==> config.mk <==
export PLATFORM = sky130hd
export DESIGN_NAME = adc_seq
export DESIGN_NICKNAME = d
export VERILOG_FILES = /design/src/rtl/adc_seq_pkg.sv /design/src/rtl/adc_presc.sv /design/src/rtl/adc_start_sync.sv /design/src/rtl/adc_conv_ctl.sv /design/src/rtl/adc_cmp.sv /design/src/rtl/adc_seq.sv
export SDC_FILE = /design/constraint.sdc
export NUM_CORES = 1
export LEC_CHECK = 0
export BUFFER_PORTS_ARGS = -buffer_cell sky130_fd_sc_hd__buf_2
export CAP_MARGIN = 20
export CORE_ASPECT_RATIO = 0.7
export CORE_MARGIN = 3
export CORE_UTILIZATION = 53
export DETAILED_ROUTE_END_ITERATION = 10
export PLACE_DENSITY_LB_ADDON = 0.1
export SYNTH_ARGS = -nofsm -noshare
export SYNTH_HDL_FRONTEND = slang
export SYNTH_HIERARCHICAL = 1
export SYNTH_SLANG_ARGS = --single-unit
==> constraint.sdc <==
create_clock -name clk_i -period 2.9 [get_ports clk_i]
set_clock_uncertainty 0.2 [all_clocks]
set_input_delay 0.58 -clock clk_i [delete_from_list [all_inputs] [get_ports clk_i]]
set_output_delay 0.58 -clock clk_i [all_outputs]
set_load 0.02 [all_outputs]
==> src/rtl/adc_seq_pkg.sv <==
package adc_seq_pkg;
  localparam int unsigned GAIN_W = 3;
  localparam int unsigned LAT_W  = 4;
  localparam int unsigned RES_LO = 8;

  // extra ADC clocks contributed by the gain range code
  function automatic int unsigned gain_extra(input logic [GAIN_W-1:0] g);
    if (g == '0)      return 0;
    else if (g >= 3'd5) return 3;
    else if (g >= 3'd3) return 2;
    else              return 1;
  endfunction

  function automatic logic [LAT_W-1:0] conv_latency(input logic hi_res,
                                                    input logic [GAIN_W-1:0] g,
                                                    input int unsigned res_hi);
    int unsigned l;
    l = 1 + (hi_res ? res_hi / 2 : RES_LO / 2) + gain_extra(g);
    return LAT_W'(l);
  endfunction
endpackage

==> src/rtl/adc_presc.sv <==
module adc_presc #(
  parameter int unsigned PSEL_W = 3,
  localparam int unsigned CNT_W = (1 << PSEL_W) + 1
) (
  input  logic              clk_i,
  input  logic              rst_ni,
  input  logic              en_i,
  input  logic [PSEL_W-1:0] sel_i,
  output logic              tick_o
);
  logic [CNT_W-1:0] cnt_q, mask;

  for (genvar b = 0; b < CNT_W; b++) begin : g_mask
    assign mask[b] = (int'(sel_i) + 2 > b);
  end

  always_ff @(posedge clk_i or negedge rst_ni) begin
    if (!rst_ni)    cnt_q <= '0;
    else if (!en_i) cnt_q <= '0;
    else            cnt_q <= cnt_q + 1'b1;
  end

  assign tick_o = en_i && ((cnt_q & mask) == mask);

  assert_tick_spacing_R2: assert property (@(posedge clk_i) disable iff (!rst_ni)
    tick_o |=> !tick_o);
endmodule

==> src/rtl/adc_start_sync.sv <==
module adc_start_sync (
  input  logic clk_i,
  input  logic rst_ni,
  input  logic en_i,
  input  logic req_i,
  input  logic take_i,
  output logic pend_o
);
  // single-entry request latch; a fresh request in the take cycle survives
  always_ff @(posedge clk_i or negedge rst_ni) begin
    if (!rst_ni)    pend_o <= 1'b0;
    else if (!en_i) pend_o <= 1'b0;
    else            pend_o <= (pend_o && !take_i) || req_i;
  end

  assert_take_needs_pend_R5: assert property (@(posedge clk_i) disable iff (!rst_ni)
    take_i |-> pend_o);
endmodule

==> src/rtl/adc_conv_ctl.sv <==
module adc_conv_ctl
  import adc_seq_pkg::*;
#(
  parameter int unsigned DATA_W = 12
) (
  input  logic              clk_i,
  input  logic              rst_ni,
  input  logic              en_i,
  input  logic              tick_i,
  input  logic              pend_i,
  input  logic              res_12b_i,
  input  logic [GAIN_W-1:0] gain_sel_i,
  input  logic [DATA_W-1:0] sample_i,
  output logic              take_o,
  output logic              cmpl_o,
  output logic [DATA_W-1:0] cap_o,
  output logic              busy_o,
  output logic              done_o,
  output logic [DATA_W-1:0] result_o
);
  localparam int unsigned SHIFT = DATA_W - RES_LO;

  logic [LAT_W-1:0] rem_q;
  logic             res_q;
  logic             last;

  assign last   = busy_o && tick_i && (rem_q == LAT_W'(1));
  assign cmpl_o = last;
  assign take_o = tick_i && pend_i && (!busy_o || last);
  assign cap_o  = res_q ? sample_i : (sample_i >> SHIFT);

  always_ff @(posedge clk_i or negedge rst_ni) begin
    if (!rst_ni) begin
      busy_o   <= 1'b0;
      rem_q    <= '0;
      res_q    <= 1'b0;
      done_o   <= 1'b0;
      result_o <= '0;
    end else if (!en_i) begin
      busy_o <= 1'b0;
      rem_q  <= '0;
      done_o <= 1'b0;
    end else begin
      done_o <= last;
      if (last) result_o <= cap_o;
      if (take_o) begin
        busy_o <= 1'b1;
        rem_q  <= conv_latency(res_12b_i, gain_sel_i, DATA_W);
        res_q  <= res_12b_i;
      end else if (last) begin
        busy_o <= 1'b0;
        rem_q  <= '0;
      end else if (busy_o && tick_i) begin
        rem_q <= rem_q - 1'b1;
      end
    end
  end

  assert_rem_live_R3: assert property (@(posedge clk_i) disable iff (!rst_ni)
    busy_o |-> rem_q != '0);
  assert_done_single_R6: assert property (@(posedge clk_i) disable iff (!rst_ni)
    done_o |=> !done_o);
  assert_done_after_busy_R12: assert property (@(posedge clk_i) disable iff (!rst_ni)
    done_o |-> $past(busy_o));
endmodule

==> src/rtl/adc_cmp.sv <==
module adc_cmp #(
  parameter int unsigned DATA_W = 12
) (
  input  logic              clk_i,
  input  logic              rst_ni,
  input  logic              cmpl_i,
  input  logic [DATA_W-1:0] cap_i,
  input  logic              cmp_en_i,
  input  logic              cmp_above_i,
  input  logic [DATA_W-1:0] thr_i,
  input  logic              clr_i,
  output logic              evt_o,
  output logic              flag_o
);
  logic cond, hit;

  always_comb begin
    if (!cmp_en_i)        cond = 1'b1;
    else if (cmp_above_i) cond = cap_i > thr_i;
    else                  cond = cap_i < thr_i;
  end
  assign hit = cmpl_i && cond;

  always_ff @(posedge clk_i or negedge rst_ni) begin
    if (!rst_ni) begin
      evt_o  <= 1'b0;
      flag_o <= 1'b0;
    end else begin
      evt_o <= hit;
      if (hit)        flag_o <= 1'b1;
      else if (clr_i) flag_o <= 1'b0;
    end
  end

  assert_evt_sets_flag_R9: assert property (@(posedge clk_i) disable iff (!rst_ni)
    evt_o |-> flag_o);
  assert_flag_holds_R9: assert property (@(posedge clk_i) disable iff (!rst_ni)
    (flag_o && !clr_i) |=> flag_o);
endmodule

==> src/rtl/adc_seq.sv <==
module adc_seq
  import adc_seq_pkg::*;
#(
  parameter int unsigned DATA_W = 12,
  parameter int unsigned PSEL_W = 3
) (
  input  logic              clk_i,
  input  logic              rst_ni,
  input  logic              enable_i,
  input  logic [PSEL_W-1:0] presc_sel_i,
  input  logic              res_12b_i,
  input  logic [GAIN_W-1:0] gain_sel_i,
  input  logic              sw_start_i,
  input  logic              evt_start_i,
  input  logic [DATA_W-1:0] sample_i,
  input  logic              cmp_en_i,
  input  logic              cmp_above_i,
  input  logic [DATA_W-1:0] cmp_thr_i,
  input  logic              flag_clr_i,
  output logic              busy_o,
  output logic              done_o,
  output logic [DATA_W-1:0] result_o,
  output logic              evt_o,
  output logic              irq_flag_o
);
  logic              tick, pend, take, cmpl;
  logic [DATA_W-1:0] cap;

  adc_presc #(.PSEL_W(PSEL_W)) u_presc (
    .clk_i, .rst_ni, .en_i(enable_i), .sel_i(presc_sel_i), .tick_o(tick)
  );

  adc_start_sync u_start (
    .clk_i, .rst_ni, .en_i(enable_i), .req_i(sw_start_i || evt_start_i),
    .take_i(take), .pend_o(pend)
  );

  adc_conv_ctl #(.DATA_W(DATA_W)) u_ctl (
    .clk_i, .rst_ni, .en_i(enable_i), .tick_i(tick), .pend_i(pend),
    .res_12b_i, .gain_sel_i, .sample_i, .take_o(take), .cmpl_o(cmpl),
    .cap_o(cap), .busy_o, .done_o, .result_o
  );

  adc_cmp #(.DATA_W(DATA_W)) u_cmp (
    .clk_i, .rst_ni, .cmpl_i(cmpl), .cap_i(cap), .cmp_en_i, .cmp_above_i,
    .thr_i(cmp_thr_i), .clr_i(flag_clr_i), .evt_o, .flag_o(irq_flag_o)
  );

  assert_start_on_tick_R5: assert property (@(posedge clk_i) disable iff (!rst_ni)
    $rose(busy_o) |-> $past(tick && pend));
  assert_evt_with_done_R7: assert property (@(posedge clk_i) disable iff (!rst_ni)
    evt_o |-> done_o);
  assert_above_strict_R8: assert property (@(posedge clk_i) disable iff (!rst_ni)
    (evt_o && $past(cmp_en_i && cmp_above_i)) |-> result_o > $past(cmp_thr_i));
  assert_below_strict_R8: assert property (@(posedge clk_i) disable iff (!rst_ni)
    (evt_o && $past(cmp_en_i && !cmp_above_i)) |-> result_o < $past(cmp_thr_i));
  assert_disable_idles_R11: assert property (@(posedge clk_i) disable iff (!rst_ni)
    !enable_i |=> !busy_o && !done_o);
endmodule

=== Word-level counts from Yosys, hierarchy flattened ===
Index checks and enable logic that the tools add are counted.

* Logic and storage cells: 69
* Flip-flop bits (word level): 31
* Output and inout bits: 16

* Add/sub/neg operators: 5
* Mux-type cells: 21
* Reductions and logical operators: 16
* Equality and inequality tests: 4
* Magnitude comparators: 13
* Bitwise logic cells: 1

{| class="wikitable"
|+ Operator list
! operator !! count
|-
| > comparator 32 x 4 -> 1 bit, second input constant || 4
|-
| > comparator 32 x 3 -> 1 bit, second input constant || 2
|-
| > comparator 32 x 2 -> 1 bit, second input constant || 1
|-
| > comparator 32 x 5 -> 1 bit, second input constant || 1
|-
| two-way mux 4 bit || 7
|-
| > comparator 12 bit || 1
|-
| less-than comparator 12 bit || 1
|-
| two-way mux 12 bit || 1
|-
| adder 9 x 1 -> 9 bit, second input constant || 1
|-
| bitwise AND 9 bit || 1
|-
| == test 9 bit || 1
|-
| two-way mux 1 bit || 9
|-
| two-way mux 9 bit || 1
|-
| logical AND 1 bit || 7
|-
| two-way mux 2 bit || 3
|-
| adder 1 x 4 -> 4 bit, first input constant || 1
|-
| adder 3 x 2 -> 4 bit, second input constant || 1
|-
| adder 4 bit || 1
|-
| == test 4 x 1 -> 1 bit, second input constant || 1
|-
| > comparator 4 x 1 -> 1 bit, second input constant || 1
|-
| inequality test 4 x 1 -> 1 bit, second input constant || 1
|-
| AND reduction 2 bit || 2
|-
| subtractor 4 x 1 -> 4 bit, second input constant || 1
|-
| greater-or-equal comparator 3 x 2 -> 1 bit, second input constant || 1
|-
| 6 further kinds || 9
|}

=== Logic depth before layout (Yosys ltp) ===
Gate-level depths: netlist of the first run.

* Depth in word-level cells: 14
* Gate-level depth with buffers: 10
* Gate-level depth less buffers: 10

=== Modules after synthesis ===
Netlist of the first run, hierarchy kept.

{| class="wikitable"
|+ By module, submodules not included
! module !! seq. area each (um2) !! cells an instance !! instances !! area each (um2)
|-
| adc_conv_ctl || 475.5 || 89 || 1 || 1049.8
|-
| adc_presc || 225.2 || 58 || 1 || 565.5
|-
| adc_cmp || 50.0 || 51 || 1 || 394.1
|-
| adc_start_sync || 25.0 || 3 || 1 || 46.3
|-
| adc_seq || 0.0 || 1 || 1 || 6.3
|}

=== Worst setup path before layout of the first run ===
OpenSTA, ideal clock, no wires.

* Kind: input -> register
* Start point: in presc_sel_i[1]
* End point: reg u_ctl.result_o[0]
* Slack: 298 ps
* Stages: 9
* Library setup time: 125 ps
* Arrival: 2278 ps
* Path through: inv_1 -> ha_1 -> a21oi_1 -> a211oi_1 -> o211a_1 -> nand2_1 -> nor3_4 -> buf_6 -> mux2_2

* Cells in the longest elaborated chain, start to end: 8
* Elaborated cells between the ends (all ways): 16
* Classes of those cells: add/sub (1); order compare (9); eq/ne (1); bitwise (1); reduce/logical (4)

{| class="wikitable"
|+ RTL lines
! element !! RTL line !! source
|-
| from (decl) || adc_seq.sv:10 || <nowiki>input logic [PSEL_W-1:0] presc_sel_i,</nowiki>
|-
| adder 3 x 2 -> 4 bit (*) || adc_presc.sv:14 || <nowiki>assign mask[b] = (int'(sel_i) + 2 > b);</nowiki>
|-
| > comparator 32 x 2 -> 1 bit (tied with other cells) || adc_presc.sv:14 ||
|-
| bitwise AND 9 bit || adc_presc.sv:23 || <nowiki>assign tick_o = en_i && ((cnt_q & mask) == mask);</nowiki>
|-
| == test 9 bit (*) || adc_presc.sv:23 ||
|-
| logical AND 1 bit (*) || adc_presc.sv:23 ||
|-
| via tick || adc_seq.sv:26 || <nowiki>logic tick, pend, take, cmpl;</nowiki>
|-
| logical AND 1 bit (*) (2 in series) || adc_conv_ctl.sv:27 || <nowiki>assign last = busy_o && tick_i && (rem_q == LAT_W'(1));</nowiki>
|-
| AND reduction 2 bit (no source line) (*) || n/a ||
|-
| to (signal assigned) || adc_conv_ctl.sv:45 || <nowiki>if (last) result_o <= cap_o;</nowiki>
|-
| to (decl) || adc_conv_ctl.sv:19 || <nowiki>output logic [DATA_W-1:0] result_o</nowiki>
|}

Mark *: on every way through the listed nets, which the timed path passes. The rest lies on a longest branch.
A chain may end at the register's enable or synchronous reset.

=== Final worst setup path of the first run ===
* Start point: reg u_ctl.res_q
* End point: reg u_cmp.flag_o

* Cells in the longest elaborated chain, start to end: 6
* Elaborated cells between the ends (all ways): 8
* Classes of those cells: order compare (2); mux (4); reduce/logical (2)

{| class="wikitable"
|+ RTL lines
! element !! RTL line !! source
|-
| from (decl) || adc_conv_ctl.sv:24 || <nowiki>logic res_q;</nowiki>
|-
| from (signal assigned) || adc_conv_ctl.sv:49 || <nowiki>res_q <= res_12b_i;</nowiki>
|-
| two-way mux 12 bit (*) || adc_conv_ctl.sv:30 || <nowiki>assign cap_o = res_q ? sample_i : (sample_i >> SHIFT);</nowiki>
|-
| via cap[1] || adc_seq.sv:27 || <nowiki>logic [DATA_W-1:0] cap;</nowiki>
|-
| less-than comparator 12 bit or > comparator 12 bit (tied branches) || adc_cmp.sv:20, adc_cmp.sv:19 ||
|-
| two-way mux 1 bit (*) || adc_cmp.sv:19 || <nowiki>else if (cmp_above_i) cond = cap_i > thr_i;</nowiki>
|-
| two-way mux 1 bit (*) || adc_cmp.sv:18 || <nowiki>if (!cmp_en_i) cond = 1'b1;</nowiki>
|-
| logical AND 1 bit (*) || adc_cmp.sv:22 || <nowiki>assign hit = cmpl_i && cond;</nowiki>
|-
| two-way mux 1 bit or nonzero test 2 bit (tied branches) || n/a ||
|-
| to (signal assigned) || adc_cmp.sv:27 || <nowiki>flag_o <= 1'b0;</nowiki>
|-
| to (signal assigned) || adc_cmp.sv:30 || <nowiki>if (hit) flag_o <= 1'b1;</nowiki>
|-
| to (signal assigned) || adc_cmp.sv:31 || <nowiki>else if (clr_i) flag_o <= 1'b0;</nowiki>
|-
| to (decl) || adc_cmp.sv:13 || <nowiki>output logic flag_o</nowiki>
|}

Marks and branches as above.

==> summary.txt, run 1 <==
Run status
  – Outcome: completed

Critical path
  – Reg2reg start: u_ctl/res_q$_DFFE_PN0P_
  – Data required time of the worst path: 2860 ps
  – Setup CP Type: flop to flop
  – Cell Chain, Critical Path: mux2_2, ha_1, nor2b_1, o211ai_1, a211o_1, and4_4, a221o_1
  – Critical Path End: u_cmp/flag_o$_DFFE_PN0P_
  – Worst setup EP type: flop
  – Worst path slowest cell: dfrtp_1
  – Reg-to-reg setup timing slack: 250 ps
  – Reg2reg end: u_cmp/flag_o$_DFFE_PN0P_
  – CP arrival: 2620 ps
  – Setup crit start kind: flop
  – CP Launch Point: u_ctl/res_q$_DFFE_PN0P_
  – Worst reg-to-reg path cell count: 7
  – Crit-path max FO: 13
  – Max incr delay on CP: 640 ps

Floorplan
  – Rows: 18
  – Starting density of the core: 56.9%
  – Height of the chip: 58.2 um
  – Die width: about 80 um
  – IO Pins: 55
  – Core area: about 0.0036 mm2
  – Die Area: 0.00469 mm2

Timing
  – Setup TNS: 0 ps
  – Max-slew headroom: 55.1%
  – Post-layout minimum cycle time: about 2700 ps
  – RSZ-0062 raised after global routing: no
  – Fin. max-slew vios: 0
  – Final setup fails: 0
  – Achievable frequency: 377 MHz
  – Hold Vio Cnt, Final: 0
  – Worst slew pin tran: 673 ps
  – Fin crit share: between 90% and 100%

Logic synthesis
  – Synth top area share: 37.6%
  – Count leader, synth: dfrtp_1
  – Sequential-to-total area share from yosys stat: 37.6%
  – Number of enable flip-flop cells after synthesis: 0
  – Synth Cell Area: 0.00206 mm2
  – Synth top cells by count: dfrtp_1, inv_1, mux2_2
  – Leading area contributor after synthesis: dfrtp_1
  – Yosys reg bits: 31
  – Syn. warnings: 6
  – Syn Nets: 262
  – Ys flop type: dfrtp_1
  – Netlist cell types: between 40 and 50
  – Post-Syn Instances: approximately 200
  – FFs w/ async S/R, synth: 100%
  – Top cells by area, synth: dfrtp_1, ha_1, mux2_2
  – Mean Syn Cell Area: 10.2 um2

Place
  – Routability cong.: 0.809
  – Placed Cells: around 310
  – Post-DP HPWL: 3.45 mm
  – # port buffers: 54

Finish
  – Layout cells sized above 1: between 30 and 40%
  – Number of fill cells: between 200 and 300
  – Nets@finish: approximately 320
  – Area growth, synth to finish: 21.8%
  – Diode count: 0
  – Final Non-Filler Cells: 314

GRT
  – GRT met2 Usage: between 20% and 30%
  – Grt met1 use: 29.6%
  – Initial antenna violation count: 0
  – Vias in the first global route: between 1.5k and 2k
  – M3 GR Usage: 6.68%
  – First-pass GRT wire length: around 7.3 mm
  – Pin count of the biggest net entering global routing: 32
  – Grt total ovfl: 0
  – Busiest grt layer: met1
  – Tot GR Track Use: 20.7%

Hold path
  – HP Class: primary input to asynchronous set/reset pin

Clocking
  – Clk sinks: 31
  – CTS Root Buffer Type: clkbuf_8
  – Max H-tree Level: 2
  – Max clock buf depth: 2
  – CTS tree: yes
  – Total CTS buffers: 5
  – Post-CTS Setup Inserts: 0
  – Worst-Skew Late Latency: 280 ps
  – Resize count post-CTS: 0
  – CTS Hold Buffers Added: 0
  – Clk slew on worst S/H paths: 70 ps

Power
  – Internal: between 0.7 and 0.8 mW
  – Static Leak: 1.34 nW
  – Sequential group share of total power: roughly 45%
  – Clock network fraction of design power: 44.4%
  – Net Sw Power: 0.233 mW
  – Combinational share of power: 11.1%
  – PD cells: 398 mW/mm2
  – Sw Share: about a quarter
  – Peak supply drop: approximately 0.25 mV

Job
  – # Max-Cap Violations: 0

Detailed routing
  – Routed WL per cell: 14.3 um
  – Final wirelength: 4.48 mm
  – Pre-Repair DR Iteration Count: 4
  – Vias: approximately 1.7k
  – Via-per-instance ratio: 5.39
  – Initial DRC count: 97
  – DRC violations left: 0
  – Antenna-violating nets left: 0
final cells by class:
cell class | instances | area (um2) | share of cell area (%)
inverter | 22 | 82.6 | 3.29
clock inverter | 2 | 35.0 | 1.39
sequential | 31 | 776 | 30.9
multi-input combinational | 147 | 1190 | 47.3
timing repair buffer | 56 | 285 | 11.4
clock buffer | 6 | 82.6 | 3.29
tap | 50 | 62.6 | 2.49
per-stage QoR:
stage	hold slack (ps)	setup WS [ps]	utilization [%]	total power [mW]	instance area (um2)
final	123	248	69.3	0.999	2510
after global routing	175	96.5	69.3	1.05	2510
after CTS	148	262	69.3	1.01	2510
after detailed placement	291	73.2	66.0	0.563	2390
after global placement	286	136	66.0	0.561	2390
after floorplan	84.4	298	-	0.508	2060
layout by cell type (no fill, tap or decap), types with 2 or more instances in the layout:
master	instances
and2_1	13
buf_4	2
a21oi_1	14
nand4_1	5
dfrtp_1	31
nand3_1	4
ha_1	20
xnor2_1	6
a31oi_1	2
xor2_1	2
nor2b_1	4
nor3b_1	2
nand2_1	13
inv_1	22
nor3_1	3
clkbuf_8	6
mux2_2	21
o21ai_0	6
nor2_1	4
a211oi_1	3
buf_2	54
flip-flops by register name, summed over array words and instances, names as in the netlist:
signal / flops
u_ctl/rem_q: 4
u_start/pend_o: 1
u_ctl/busy_o: 1
u_cmp/evt_o: 1
u_ctl/done_o: 1
u_ctl/result_o: 12
u_presc/cnt_q: 9
u_ctl/res_q: 1
u_cmp/flag_o: 1
worst min-delay path by stage:
stage                                         end  slack, ps                     startpoint  cells past startpoint
finish                 u_presc/cnt_q[2]$_DFF_PN0_        120                         rst_ni                      1
global route           u_presc/cnt_q[6]$_DFF_PN0_        180                         rst_ni                      1
CTS                    u_presc/cnt_q[6]$_DFF_PN0_        150                         rst_ni                      1
detailed placement  u_ctl/result_o[8]$_DFFE_PN0P_        290  u_ctl/result_o[8]$_DFFE_PN0P_                      1
global placement    u_ctl/result_o[9]$_DFFE_PN0P_        290  u_ctl/result_o[9]$_DFFE_PN0P_                      1
floorplan                   u_cmp/evt_o$_DFF_PN0_         80                         rst_ni                      0
cell families (layout without fill, tap and decap cells):
kind of cell    after synthesis  after routing  share of synthesized area (%)
compound gates               37             37                           11.9
simple gates                 59             59                           17.1
xor+xnor                      8              8                           3.40
mux                          22             22                           12.2
buf+inv                      24             86                           4.73
fa+ha+maj                    21             21                           13.1
flops                        31             31                           37.6
worst max-delay path, delay by kind of cell (launching register included):
family                   cells  cell delay, ps
flip-flops                   1             640
AO/OA/AOI/OAI                3             640
AND/OR/NAND/NOR              2             340
adder cells (fa/ha/maj)      1             300
multiplexers                 1             410
power by group through the flow:
stage	Combinational, mW	Sequential [mW]	Clock, mW
floorplan	0.0582	0.450	0
global placement	0.109	0.452	0
detailed placement	0.111	0.452	0
CTS	0.112	0.444	0.454
global route	0.128	0.445	0.474
finish	0.111	0.444	0.444
per-layer routing:
layer | share of wire, % | vias to the layer above
li1 | - | 835
met1 | 49 | 799
met2 | 44 | 52
met3 | 6.3 | 6
met4 | 1.0 | 0
met5 | 0 | -
Note: power is estimated with default switching activity, not from simulation.
==> run 2: changes to the inputs <==
--- a/config.mk
+++ b/config.mk
@@ -9,10 +9,10 @@
 export CAP_MARGIN = 20
 export CORE_ASPECT_RATIO = 0.7
 export CORE_MARGIN = 3
-export CORE_UTILIZATION = 53
+export CORE_UTILIZATION = 49
+export CTS_BUF_LIST = sky130_fd_sc_hd__clkbuf_8
 export DETAILED_ROUTE_END_ITERATION = 10
 export PLACE_DENSITY_LB_ADDON = 0.1
 export SYNTH_ARGS = -nofsm -noshare
 export SYNTH_HDL_FRONTEND = slang
-export SYNTH_HIERARCHICAL = 1
 export SYNTH_SLANG_ARGS = --single-unit
==> constraint.sdc (replaced) <==
create_clock -name clk_i -period 2.2 [get_ports clk_i]
set_clock_uncertainty 0.2 [all_clocks]
set_input_delay 0.44 -clock clk_i [delete_from_list [all_inputs] [get_ports clk_i]]
set_output_delay 0.44 -clock clk_i [all_outputs]
set_load 0.02 [all_outputs]
==> run 2 against run 1 <==
  * The run now ends with negative hold slack, negative setup slack left
  * Critical path depth is 2 higher
  * Cell count grew 8.6%
  * Sequential cell count did not move
  * Worst hold slack worse by 130 ps
  * Via count up 7.2%
  * Core utilization rose by 6.9 points
  * Synthesized cell count is the same
  * Non-clock buffer count rose by 29
  * Die area grew 4.7%
==> summary.txt, run 2 <==
Run status
  – Outcome: complete, but fails checks
  – Failing checks: negative hold slack, negative setup slack

Detailed routing
  – Vias: 1,814 (+7.2%)
  – DR top layer: met4
  – WL met1: 2.53 mm (+16%)
  – Initial DRC count: 102 (+5.2%)
  – Final wirelength: 5.14 mm (+15%)
  – Via-per-instance ratio: 5.32 (-1.3%)
  – Met3 WL: 265 um (-6.7%)
  – WL met2: 2.30 mm (+17%)
  – DRC violations left: 0 (unchanged)
  – Routed WL per cell: 15.1 um (+5.7%)
  – Pre-Repair DR Iteration Count: 4 (unchanged)
  – Antenna-violating nets left: 0 (unchanged)

Critical path
  – Worst setup EP type: flop
  – Worst path slowest cell: dfrtp_1
  – Cell Chain, Critical Path: buf_12, mux2_4, ha_4, nor2b_1, o211ai_1, a211oi_1, nor3_1, mux2i_1, o22ai_1
  – Max incr delay on CP: 410 ps (-230 ps)
  – Setup crit start kind: flop
  – CP arrival: 2390 ps (-230 ps)
  – Setup CP Type: flop to flop
  – Worst reg-to-reg path cell count: 9 (+2)
  – Data required time of the worst path: 2150 ps (-710 ps)
  – Crit-path max FO: 12 (-1)

Job
  – # Max-Cap Violations: 0 (unchanged)

Timing
  – Final setup fails: 2 (+2)
  – Hold Vio Cnt, Final: 5 (+5)
  – Worst slew pin tran: 687 ps (+14.0 ps)
  – Max-slew headroom: 54.2% (-0.93 points)
  – Post-layout minimum cycle time: 2430 ps (-217 ps)
  – Hold_ws: -7.92 ps (-131 ps)
  – Final worst slack: -235 ps (-483 ps)
  – Achievable frequency: 411 MHz (+8.9%)
  – Fin. max-slew vios: 0 (unchanged)
  – Fin crit share: 111% (+19 points)
  – RSZ-0062 raised after global routing: yes

Finish
  – Largest register FFs: 12 (unchanged)
  – Diode count: 0 (unchanged)
  – Commonest cells after routing, fill and taps aside: buf_2, dfrtp_1, buf_4
  – Final Non-Filler Cells: 341 (+8.6%)
  – Commonest non-fill, non-tap cell in the layout: buf_2
  – Number of fill cells: 251 (-12%)
  – Top flop regs: u_ctl.result_o (12), u_presc.cnt_q (9), u_ctl.rem_q (4)
  – Fin util: 76.2% (+6.9 points)
  – Layout cells sized above 1: 44.0% (+8.4 points)
  – Register bank with the most flops: u_ctl.result_o
  – Nets@finish: 350 (+8.4%)
  – Area growth, synth to finish: 41.3%

Place
  – Routability cong.: 0.873 (+8.0%)
  – Post-DP HPWL: 3.99 mm (+16%)
  – # port buffers: 54 (unchanged)
  – Pre-CTS setup slack: -330 ps (-403 ps)
  – Placed Cells: 330 (+7.8%)

Logic synthesis
  – Mean Syn Cell Area: 9.92 um2 (-2.8%)
  – Number of enable flip-flop cells after synthesis: 0 (unchanged)
  – Top cells by area, synth: dfrtp_1, ha_1, mux2_2
  – FFs w/ async S/R, synth: 100% (unchanged)
  – Sequential-to-total area share from yosys stat: 38.7% (+1.1 points)
  – Yosys reg bits: 31 (unchanged)
  – Synth top cells by count: dfrtp_1, inv_1, ha_1
  – Leading area contributor after synthesis: dfrtp_1
  – Post-Syn Instances: 202 (unchanged)
  – Syn Nets: 262 (unchanged)
  – Synth Cell Area: 0.00200 mm2 (-2.8%)
  – Syn. warnings: 0 (-6)
  – Synth top area share: 38.7% (+1.1 points)
  – Netlist cell types: 47 (+4.4%)
  – Count leader, synth: dfrtp_1
  – Ys flop type: dfrtp_1

Hold path
  – HP Class: primary input to asynchronous set/reset pin

Floorplan
  – Die Area: 0.00491 mm2 (+4.7%)
  – Die width: 82.4 um (+2.4%)
  – Height of the chip: 59.5 um (+2.3%)
  – IO Pins: 55 (unchanged)
  – Starting density of the core: 53.9% (-2.9 points)
  – Rows: 18 (unchanged)
  – Core area: 0.00372 mm2 (+2.5%)

Power
  – Static Leak: 1.48 nW (+11%)
  – PD cells: 459 mW/mm2 (+15%)
  – Peak supply drop: 0.393 mV (+55%)

Clocking
  – CTS Root Buffer Type: clkbuf_8
  – Clk slew on worst S/H paths: 70 ps (about the same)
  – Max clock buf depth: 2 (unchanged)
  – CTS tree: yes
  – Total CTS buffers: 5 (unchanged)
  – CTS Hold Buffers Added: 0 (unchanged)
  – Worst-Skew Late Latency: 280 ps (about the same)
  – Max H-tree Level: 2 (unchanged)
  – Clk sinks: 31 (unchanged)

GRT
  – Vias in the first global route: 1,827 (+16%)
  – Pin count of the biggest net entering global routing: 32 (unchanged)
  – Tot GR Track Use: 23.2% (+2.4 points)
  – First-pass GRT wire length: 8.47 mm (+16%)
  – Initial antenna violation count: 0 (unchanged)
  – Grt total ovfl: 0 (unchanged)
==> run 2: cell count changes after synthesis, sizes merged, moves of 3 or more <==
cell | before | now
a21oi | 15 | 12
and2 | 13 | 5
mux2 | 22 | 18
nand2 | 14 | 9
nand3 | 4 | 8
nor2 | 4 | 13
nor2b | 5 | 2
nor3 | 4 | 1
nor4 | 0 | 3
o21ai | 6 | 11
or3 | 0 | 3
xnor2 | 6 | 1
==> run 2: logic make-up (layout without fill, tap and decap cells) <==
logic type      after synthesis  count (layout)  synth area share, %
fa+ha+maj                    21              21                 13.5
compound gates               44              44                 14.2
buf+inv                      26             115                 4.99
simple gates                 56              56                 15.7
xor+xnor                      4               4                 1.75
mux                          20              20                 11.1
flops                        31              31                 38.7
==> run 2: path summary, 6_finish.rpt <==
kind,from,endpoint,slack [ps]
worst max-delay path,u_ctl.res_q$_DFFE_PN0P_,u_cmp.flag_o$_DFFE_PN0P_,-230
worst min register to register,u_ctl.result_o[0]$_DFFE_PN0P_,u_ctl.result_o[0]$_DFFE_PN0P_,300
max in group asynchronous,rst_ni,u_ctl.rem_q[3]$_DFFE_PN0P_,1360
min in group clk_i,flag_clr_i,u_cmp.flag_o$_DFFE_PN0P_,160
worst max register to register,u_ctl.res_q$_DFFE_PN0P_,u_cmp.flag_o$_DFFE_PN0P_,-230
worst min-delay path,rst_ni,u_presc.cnt_q[8]$_DFF_PN0_,-8
==> run 2: layout make-up <==
cell class,instances,area (um2),area share [%]
tap,50,62.6,2.21
timing repair buffer,85,542,19.1
inverter,22,86.3,3.05
sequential,31,776,27.4
multi-input combinational,145,1270,44.7
clock buffer,7,96.3,3.40
clock inverter,1,3.75,0.133
==> run 2: report_power, final <==
group          switching, mW  total (mW)  internal (mW)  leakage, nW
Combinational          0.114       0.224          0.110         1.00
Clock                  0.207       0.487          0.280       0.0557
Sequential           0.00993       0.588          0.578        0.427
Total                  0.331        1.30          0.968         1.48
==> run 2: metal layers <==
metal	vias up	track usage, %
met4	0	7.58
li1	898	-
met3	5	5.17
met2	45	35.0
met5	-	0
met1	866	32.8
==> run 2: what timing repair did <==
item / 4_1_cts / 5_1_grt
setup endpoints to repair: 15 / 19
resized for setup: 3 / 11
setup buffers: 2 / 1
gates cloned: 0 / 0
pin swaps: 6 / 2
==> run 2: critical path, delay by kind of cell, from the launching register on <==
kind	cells	cell delay (ps)
and+or+nand+nor	2	300
adders and majority gates	1	220
buffers and inverters	1	160
DFF	1	410
muxes	2	630
AOI/OAI and AO/OA	3	380
==> run 2: stage by stage <==
step	total power, mW	hold WS (ps)	area, um2	setup TNS, ps
2_1_floorplan	0.708	-55.6	2130	-641
3_3_place_gp	0.807	287	2660	-4450
3_5_place_dp	0.814	277	2660	-5550
4_1_cts	1.30	22.9	2790	-394
5_1_grt	1.37	51.6	2830	-760
6_report	1.30	-7.92	2830	-408
==> run 3: changes to the inputs <==
--- a/config.mk
+++ b/config.mk
@@ -5,11 +5,12 @@
 export SDC_FILE = /design/constraint.sdc
 export NUM_CORES = 1
 export LEC_CHECK = 0
+export ABC_AREA = 1
 export BUFFER_PORTS_ARGS = -buffer_cell sky130_fd_sc_hd__buf_2
 export CAP_MARGIN = 20
 export CORE_ASPECT_RATIO = 0.7
 export CORE_MARGIN = 3
-export CORE_UTILIZATION = 49
+export CORE_UTILIZATION = 50
 export CTS_BUF_LIST = sky130_fd_sc_hd__clkbuf_8
 export DETAILED_ROUTE_END_ITERATION = 10
 export PLACE_DENSITY_LB_ADDON = 0.1
==> run 3 against run 2 <==
  * The flow finishes with violations (negative hold slack)
  * Die area is 5.7% higher
  * Cell count is 20% higher
  * Clock power hardly changed
  * Global-route usage is 2.5 points lower
  * Largest cell class unchanged
  * Highest routed layer unchanged
==> summary.txt, run 3 <==
GRT
  – Tot GR Track Use: 20.7% (-2.5 points)
  – Vias in the first global route: 1,890 (+3.4%)
  – Grt total ovfl: 0 (unchanged)
  – Pin count of the biggest net entering global routing: 32 (unchanged)
  – First-pass GRT wire length: 8.36 mm (-1.2%)
  – Initial antenna violation count: 0 (unchanged)

Floorplan
  – Die Area: 0.00518 mm2 (+5.7%)
  – Die width: 84.8 um (+2.8%)
  – Starting density of the core: 53.7% (-0.19 points)
  – Rows: 19 (+1)
  – IO Pins: 55 (unchanged)
  – Height of the chip: 61.1 um (+2.7%)
  – Core area: 0.00404 mm2 (+8.8%)

Critical path
  – Worst path slowest cell: dfrtp_2
  – Worst path bufs/invs: 1 (unchanged)
  – Setup CP Type: flop to flop
  – Max incr delay on CP: 470 ps (+60 ps)
  – Cell family with most CP delay: simple AND/OR/NAND/NOR gates
  – CP arrival: 2110 ps (-280 ps)
  – Crit-path max FO: 5 (-7)
  – Setup crit start kind: flop
  – Worst setup EP type: flop
  – Data required time of the worst path: 2170 ps (+20 ps)
  – Cell Chain, Critical Path: buf_12, mux2_4, ha_4, nand4_1, nor2_2, nand2_2, nand4_1, nand3_2, nand2_2, nand2_1

Power
  – Peak supply drop: 0.334 mV (-15%)
  – PD cells: 473 mW/mm2 (+3.2%)
  – Static Leak: 1.68 nW (+13%)

Hold path
  – HP Class: primary input to asynchronous set/reset pin

Finish
  – Largest register FFs: 12 (unchanged)
  – Area growth, synth to finish: 33.1%
  – Commonest non-fill, non-tap cell in the layout: nand2_1
  – Register bank with the most flops: u_ctl.result_o
  – Commonest cells after routing, fill and taps aside: nand2_1, buf_2, inv_1
  – Top flop regs: u_ctl.result_o (12), u_presc.cnt_q (9), u_ctl.rem_q (4)
  – Nets@finish: 417 (+19%)
  – Layout cells sized above 1: 35.5% (-8.5 points)
  – Diode count: 0 (unchanged)

Detailed routing
  – DRC violations left: 0 (unchanged)
  – Routed WL per cell: 13.4 um (-11%)
  – Antenna-violating nets left: 0 (unchanged)
  – Pre-Repair DR Iteration Count: 4 (unchanged)
  – Via-per-instance ratio: 4.90 (-7.8%)
  – Final wirelength: 5.50 mm (+7.1%)
  – Initial DRC count: 87 (-15%)
  – Vias: 2,010 (+11%)

Logic synthesis
  – Top cells by area, synth: dfrtp_1, nand2_1, ha_1
  – Syn. warnings: 0 (unchanged)
  – Synth Cell Area: 0.00217 mm2 (+8.4%)
  – Netlist cell types: 33 (-30%)
  – Ys flop type: dfrtp_1
  – Number of enable flip-flop cells after synthesis: 0 (unchanged)
  – Count leader, synth: nand2_1
  – Post-Syn Instances: 284 (+41%)
  – Synth top area share: 35.7% (-3.0 points)
  – Sequential-to-total area share from yosys stat: 35.7% (-3.0 points)
  – Yosys reg bits: 31 (unchanged)
  – Leading area contributor after synthesis: dfrtp_1
  – Synth top cells by count: nand2_1, inv_1, dfrtp_1
  – FFs w/ async S/R, synth: 100% (unchanged)
  – Mean Syn Cell Area: 7.65 um2 (-23%)
  – Syn Nets: 344 (+31%)

Clocking
  – CTS tree: yes
  – Worst-Skew Late Latency: 280 ps (about the same)
  – Clk slew on worst S/H paths: 70 ps (about the same)
  – Clk sinks: 31 (unchanged)
  – Max H-tree Level: 2 (unchanged)
  – Total CTS buffers: 5 (unchanged)
  – CTS Hold Buffers Added: 0 (unchanged)
  – Max clock buf depth: 2 (unchanged)
  – CTS Root Buffer Type: clkbuf_8

Timing
  – Worst slew pin tran: 673 ps (-13.4 ps)
  – Hold_ws: -10.5 ps (-2.60 ps)
  – Fin crit share: 97.1% (-14 points)
  – Post-layout minimum cycle time: 2140 ps (-299 ps)
  – Fin. max-slew vios: 0 (unchanged)
  – Final setup fails: 0 (-2)
  – Hold Vio Cnt, Final: 12 (+7)
  – Achievable frequency: 468 MHz (+14%)
  – Setup TNS: 0 ps (+408 ps)
  – Max-slew headroom: 55.1% (+0.90 points)

Run status
  – Failing checks: negative hold slack
  – Outcome: complete, but fails checks

Place
  – # port buffers: 54 (unchanged)
  – Routability cong.: 0.823 (-5.8%)
  – Post-DP HPWL: 4.11 mm (+2.9%)

Job
  – # Max-Cap Violations: 0 (unchanged)
-- run 3: logic make-up (layout without fill, tap and decap cells) --
logic type                 Yosys count  count (layout)  synth area share, %
adders and majority gates           21              21                 12.4
AOI/OAI and AO/OA                   35              35                 9.04
DFF                                 31              31                 35.7
and+or+nand+nor                    140             140                 31.1
buffers and inverters               53             127                 9.91
xor gates and xnor gates             2               2                0.807
muxes                                2               2                0.979
-- run 3: report_power, final --
part           internal [mW]  total, mW  switching (mW)
clock                  0.281      0.487           0.206
sequential             0.588      0.609          0.0206
combinational          0.118      0.272           0.153
total                  0.987       1.37           0.380
-- run 3: routing by layer --
| layer | wire (um) | up-vias | track usage [%] |
|---|---|---|---|
| li1 | - | 1049 | - |
| met3 | 260 | 6 | 4.81 |
| met4 | 39 | 0 | 4.74 |
| met5 | 0 | - | 0 |
| met1 | 2720 | 911 | 29.1 |
| met2 | 2480 | 44 | 33.0 |
-- run 3: final timing paths --
kind / endpoint / slack [ps] / cells past startpoint / startpoint
worst max-delay path: u_cmp.flag_o$_DFFE_PN0P_ / 60 / 10 / u_ctl.res_q$_DFFE_PN0P_
worst min-delay path: u_ctl.rem_q[3]$_DFFE_PN0P_ / -10 / 1 / rst_ni
worst max register to register: u_cmp.flag_o$_DFFE_PN0P_ / 60 / 10 / u_ctl.res_q$_DFFE_PN0P_
worst min register to register: u_cmp.flag_o$_DFFE_PN0P_ / 280 / 2 / u_cmp.flag_o$_DFFE_PN0P_
max in group asynchronous: u_ctl.res_q$_DFFE_PN0P_ / 1330 / 1 / rst_ni
min in group clk_i: u_cmp.flag_o$_DFFE_PN0P_ / 200 / 4 / flag_clr_i
-- run 3: timing repair --
action                     4_1_cts  5_1_grt
resized for setup                0       32
buffers inserted                 0        1
setup endpoints to repair        0        2
-- run 3: metrics by stage --
step | utilization [%] | power (mW) | setup slack [ps] | instance area (um2) | std cells
final | 71.5 | 1.37 | 63.8 | 2890 | 410
after global routing | 71.5 | 1.43 | -52.6 | 2890 | 410
after CTS | 67.2 | 1.35 | 20.2 | 2720 | 407
after detailed placement | 64.7 | 0.867 | -49.2 | 2620 | 399
after global placement | 64.7 | 0.857 | -32.4 | 2620 | 399
after floorplan | - | 0.769 | 52.3 | 2170 | 284
-- run 3: layout make-up --
class                   count  area, um2
repair buffers             71        470
inverters                  48        180
multi-input cells         200       1300
clock inverters             1       3.75
fillers                   330       1150
flip-flops and latches     31        777
clock buffers               7       96.3
well taps                  52       65.1
